## src/rtl/cla_adder.sv

```systemverilog
module cla_adder #(
  parameter int SLICE_W = 4,
  parameter int SLICES  = 4
) (
  input  logic [SLICE_W*SLICES-1:0] op_a,
  input  logic [SLICE_W*SLICES-1:0] op_b,
  input  logic                      carry_in,
  output logic [SLICE_W*SLICES-1:0] sum,
  output logic                      carry_out
);
  localparam int WIDTH = SLICE_W * SLICES;
  localparam int MW    = (SLICE_W > SLICES) ? SLICE_W : SLICES;

  logic [WIDTH-1:0]  prop, gen;
  logic [SLICES-1:0] sl_p, sl_g;
  logic [SLICES:0]   sl_c;

  assign prop = op_a ^ op_b;
  assign gen  = op_a & op_b;

  // carry after k positions, as one flat sum of products
  function automatic logic look(input logic [MW-1:0] pv, input logic [MW-1:0] gv,
                                input logic cin, input int k);
    logic acc, t;
    acc = cin;
    for (int m = 0; m < MW; m++) if (m < k) acc &= pv[m];
    for (int j = 0; j < MW; j++) begin
      if (j < k) begin
        t = gv[j];
        for (int m = 0; m < MW; m++) if (m > j && m < k) t &= pv[m];
        acc |= t;
      end
    end
    return acc;
  endfunction

  for (genvar q = 0; q < SLICES; q++) begin : g_slice
    logic [MW-1:0]      pe, ge;
    logic [SLICE_W-1:0] cc;
    always_comb begin
      pe = '0;
      ge = '0;
      pe[SLICE_W-1:0] = prop[q*SLICE_W +: SLICE_W];
      ge[SLICE_W-1:0] = gen[q*SLICE_W +: SLICE_W];
      for (int k = 0; k < SLICE_W; k++) cc[k] = look(pe, ge, sl_c[q], k);
      sl_p[q] = &prop[q*SLICE_W +: SLICE_W];
      sl_g[q] = look(pe, ge, 1'b0, SLICE_W);
    end
    assign sum[q*SLICE_W +: SLICE_W] = prop[q*SLICE_W +: SLICE_W] ^ cc;

    always_comb begin
      a_r6_pg_exclusive: assert (!(sl_p[q] && sl_g[q]))
        else $error("slice %0d propagates and generates", q);
      a_r4_slice_carry_agree: assert (look(pe, ge, sl_c[q], SLICE_W) == sl_c[q+1])
        else $error("slice %0d carry disagrees with second level", q);
    end
  end

  logic [MW-1:0] tp, tg;
  always_comb begin
    tp = '0;
    tg = '0;
    tp[SLICES-1:0] = sl_p;
    tg[SLICES-1:0] = sl_g;
    for (int k = 0; k <= SLICES; k++) sl_c[k] = look(tp, tg, carry_in, k);
  end
  assign carry_out = sl_c[SLICES];

  always_comb begin
    a_r1_total: assert ({carry_out, sum} == {1'b0, op_a} + {1'b0, op_b} + (WIDTH+1)'(carry_in))
      else $error("total mismatch");
    a_r5_full_propagate: assert (!(&sl_p) || (carry_out == carry_in))
      else $error("propagate path broken");
  end
endmodule

```

## config.mk

```make
export PLATFORM = sky130hd
export DESIGN_NAME = cla_adder
export DESIGN_NICKNAME = d
export VERILOG_FILES = /design/src/rtl/cla_adder.sv
export SDC_FILE = /design/constraint.sdc
export NUM_CORES = 1
export LEC_CHECK = 0
export CORE_MARGIN = 8
export CORE_UTILIZATION = 40
export DETAILED_ROUTE_END_ITERATION = 8
export PLACE_DENSITY = 0.9
export SYNTH_ARGS = -nofsm -noshare
export SYNTH_HDL_FRONTEND = slang
export SYNTH_SLANG_ARGS = --single-unit
```

## constraint.sdc

```tcl
create_clock -name vclk -period 4.61
set_input_delay 0.6915 -clock vclk [all_inputs]
set_output_delay 0.6915 -clock vclk [all_outputs]
set_load 0.03 [all_outputs]
```

After elaboration in Yosys (flattened, before gate mapping)
Cells that the tools add are included.
Storage, ports and cells
  register bits after elaboration: 0
  input bits: 33
  output and inout bits: 17
Cells by class
  bitwise operators: 98
  reductions and logical operators: 4
Operators with widths (number)
  bitwise AND 1 bit: 46
  bitwise OR 1 bit: 46
  bitwise AND 16 bit: 1
  AND reduction 4 bit: 4
  XOR 16 bit: 1
  XOR 4 bit: 4

Depth between registers and ports, before layout
  depth after elaboration: 19
  gate-level depth with buffers: 10
  gate-level depth less buffers: 10

Least setup slack after synthesis
OpenSTA, ideal clock, no wires.
  kind: input to output
  start: in op_a[5]
  end: out sum[15]
  arrival time: 2.659 ns
  data required time: 3.919 ns
  setup slack: 1.259 ns
  cell stages on the path: 10
  buffers on the path: 0
  path through: ha_1 -> a21oi_2 -> o21ai_2 -> a2111oi_4 -> a21oi_2 -> ha_1 -> o21a_1 -> o21a_1 -> nor2_1 -> xnor2_1
Between the ends
  cells in the longest elaborated chain, start to end: 17
  elaborated cells between the ends (all ways): 26
  classes of those cells: bitwise (25); reduce/logical (1)
RTL lines
  from (decl): line 5  | input logic [SLICE_W*SLICES-1:0] op_a,
  XOR 16 bit: line 18  | assign prop = op_a ^ op_b;
  bitwise AND 1 bit (3 in a row): line 30  | for (int m = 0; m < MW; m++) if (m > j && m < k) t &= pv[m];
  bitwise OR 1 bit (3 in a row): line 31  | acc |= t;
  bitwise AND 1 bit: line 30
  bitwise OR 1 bit (*) (2 in a row): line 31
  bitwise AND 1 bit (*) (3 in a row): line 26  | for (int m = 0; m < MW; m++) if (m < k) acc &= pv[m];
  bitwise OR 1 bit (*) (3 in a row): line 31
  XOR 4 bit (*): line 49  | assign sum[q*SLICE_W +: SLICE_W] = prop[q*SLICE_W +: SLICE_W] ^ cc;
  to (decl): line 8  | output logic [SLICE_W*SLICES-1:0] sum,
Every way passes the cells marked *; elsewhere a longest branch is shown, timed or not.

Final worst setup path
  start: in op_a[0]
  end: out sum[7]
Between the ends
  cells in the longest elaborated chain, start to end: 15
  elaborated cells between the ends (all ways): 18
  classes of those cells: bitwise (17); reduce/logical (1)
RTL lines
  bitwise AND 16 bit: line 19  | assign gen = op_a & op_b;
  bitwise AND 1 bit (3 in a row): line 30
  bitwise OR 1 bit (3 in a row): line 31
  bitwise OR 1 bit (*): line 31
  bitwise AND 1 bit (*) (3 in a row): line 26
  bitwise OR 1 bit (*) (3 in a row): line 31
  XOR 4 bit (*): line 49
Marks and branches as above.

==> run summary <==
Static Leak - 0.549 nW
Final period util - 93.0%
leading cell types by total area after synthesis - ha_1 34%, fa_1 11%, o21a_1 6.2%
Crit Path Max Fanout - 2
crit path to - sum[7]
full die area - 3440 sq um
initial core utilization - 42.2%
drt total wl - 2250 um
Final nets - 192
Chip Width - 58.7 um
TritonRoute pass-1 iters - 3
first-pass GRT wire length - 3740 um
Ant. Diodes - 0
Pwr Density - 194 nW/um^2
PortBufs - 50
CORE AREA - 1730 sq um
Int Power - 0.116 mW
Clock buffer cells - 0
CP Class - in2out
area fraction of the dominant cell type after synthesis - 34.4%
fin. max-slew vios - 0
clock period minus worst slack - 4.29 ns
sequential cell count - 0
Syn Nets - 140
largest net degree at the start of global routing - 5
DRT iter0 DRCs - 4
share of layout cells above drive strength 1 - 4.51%
total global routing track utilization - 13.1%
Routed WL per cell - 14.2 um
clock network power share - 0%
Ys Warns - 0
GPL Wtd Cong - 0.843
largest area contributor in the netlist - ha_1
main combinational cell family by area after synthesis - adder cells
Max Freq - 0.233 GHz
Final setup viols - 0
Setup crit end kind - primary output
crit path from - op_a[0]
register area share after synthesis - 0%
CP arrival - 3.60 ns
dpl hpwl - 2130 um
die span in y - 58.7 um
Worst Setup Start Kind - input port
setup TNS - 0 ns
worst vdd rail ir drop - 0.000122 V
Layout Cells excl Fill - 158
Multi-input gate area - 713 sq um
Placement Rows - 15
Synth Area in Compound Gates - 27.0%
post-synthesis cell count - 83
Fin. Hold Viols - 0
initial antenna violation count - 0
Switch Pwr - 0.130 mW
postcts setup bufs - 0
multiplexer area fraction after synthesis - 0%
worst hold stages - 4
Crit path required time - 3.92 ns
DR vias/cell - 5.16
Hold Path Class - in2out
switch share - 52.8%
syn_area_per_cell - 8.77 sq um
most common cell after layout, fill and taps aside - clkdlybuf4s50_1
Area Growth Syn to Fin - 73.4%
Antenna Nets Post-Route - 0
most frequent cells in the layout - 49 x clkdlybuf4s50_1, 20 x ha_1, 11 x nor2_1
grt ovf - 0
max cap viols - 0
combinational fraction of design power - 100.0%
adder-cell share of the synthesized area - 45.4%
distinct cell type count after synthesis - 23
post-placement cell count - 158
Synth Area in Simple Gates - 14.8%
sequential group share of total power - 0%
Post-Syn Area - 728 sq um
drc violations - 0
post-synthesis xor/xnor area fraction - 10.8%
RSZ-0062 raised after global routing - false
io pins - 50
status - finished clean
headroom to the max-slew limit - 78.1%
Register Area - 0 sq um
vias after detailed routing - 815
Slew @ Worst Pin - 0.328 ns
fill count - 146
vias in the first global route - 854
==> how the worst min path moves through the flow <==
stage | start | end | slack, ns
2_1_floorplan | carry_in | sum[0] | 1.69
3_3_place_gp | op_b[15] | sum[15] | 2.67
3_5_place_dp | op_b[15] | sum[15] | 2.68
4_1_cts | op_b[15] | sum[15] | 2.68
5_1_grt | op_b[15] | sum[15] | 2.35
6_report | op_b[15] | sum[15] | 2.33
==> final cells by class <==
cell class,instances,area share [%]
inverters,4,1.19
multi-input cells,79,56.5
well taps,25,2.48
repair buffers,50,39.8
==> stage by stage <==
| step | power (mW) | cell area (sq um) | util [%] | setup slack (ns) | hold WS (ns) |
|---|---|---|---|---|---|
| 2_1_floorplan | 0.147 | 728 | - | 1.26 | 1.69 |
| 4_1_cts | 0.249 | 1260 | 73.0 | 0.185 | 2.68 |
| 6_report | 0.245 | 1260 | 73.1 | 0.321 | 2.33 |
| 3_3_place_gp | 0.242 | 1260 | 73.0 | 0.300 | 2.67 |
| 5_1_grt | 0.264 | 1260 | 73.1 | 0.132 | 2.35 |
| 3_5_place_dp | 0.248 | 1260 | 73.0 | 0.197 | 2.68 |
==> cells by family (layout without fill, tap and decap cells) <==
group                      after synthesis  after routing
adders and majority gates               24             24
AOI/OAI and AO/OA                       22             22
and+or+nand+nor                         24             24
buffers and inverters                    4             54
xor gates and xnor gates                 9              9
==> routing by layer <==
layer / GRT usage (%) / routed length (um)
met5: 0 / 0
met4: 3.07 / 57
met2: 26.1 / 1240
met3: 3.48 / 169
met1: 12.9 / 784
==> critical path: stages <==
cell and delay [ns]:
clkdlybuf4s50_1 0.43, ha_1 0.32, a21oi_1 0.15, nor2_1 0.09, or3_1 0.40, ha_1 0.20
o21a_1 0.20, o21a_1 0.18, nor2_1 0.11, xnor2_1 0.13, clkdlybuf4s50_1 0.69
==> synthesized netlist by cell type <==
master	instances
nand2b_1	1
ha_1	20
a21oi_1	5
o31ai_4	1
xnor2_1	5
a21oi_2	2
a21o_1	2
nor2_1	11
o21ai_0	2
inv_1	4
nor2b_1	1
o21a_1	6
and4_1	1
nand3_1	1
nor3_1	3
nand2_1	5
xor2_1	4
o21ai_2	1
a2111oi_4	1
fa_1	4
a221o_1	1
or3_1	1
a21oi_4	1
==> timing repair <==
action / 4_1_cts / 5_1_grt
hold buffers: 0 / 0
gates resized for setup: 0 / 1
setup endpoints to repair: 0 / 1
==> power groups by stage <==
stage	clock network [mW]	logic, mW	registers [mW]
after floorplan	0	0.147	0
after global placement	0	0.242	0
after detailed placement	0	0.248	0
after CTS	0	0.249	0
after global routing	0	0.264	0
final	0	0.245	0
Power figures use the tool's default switching activity.
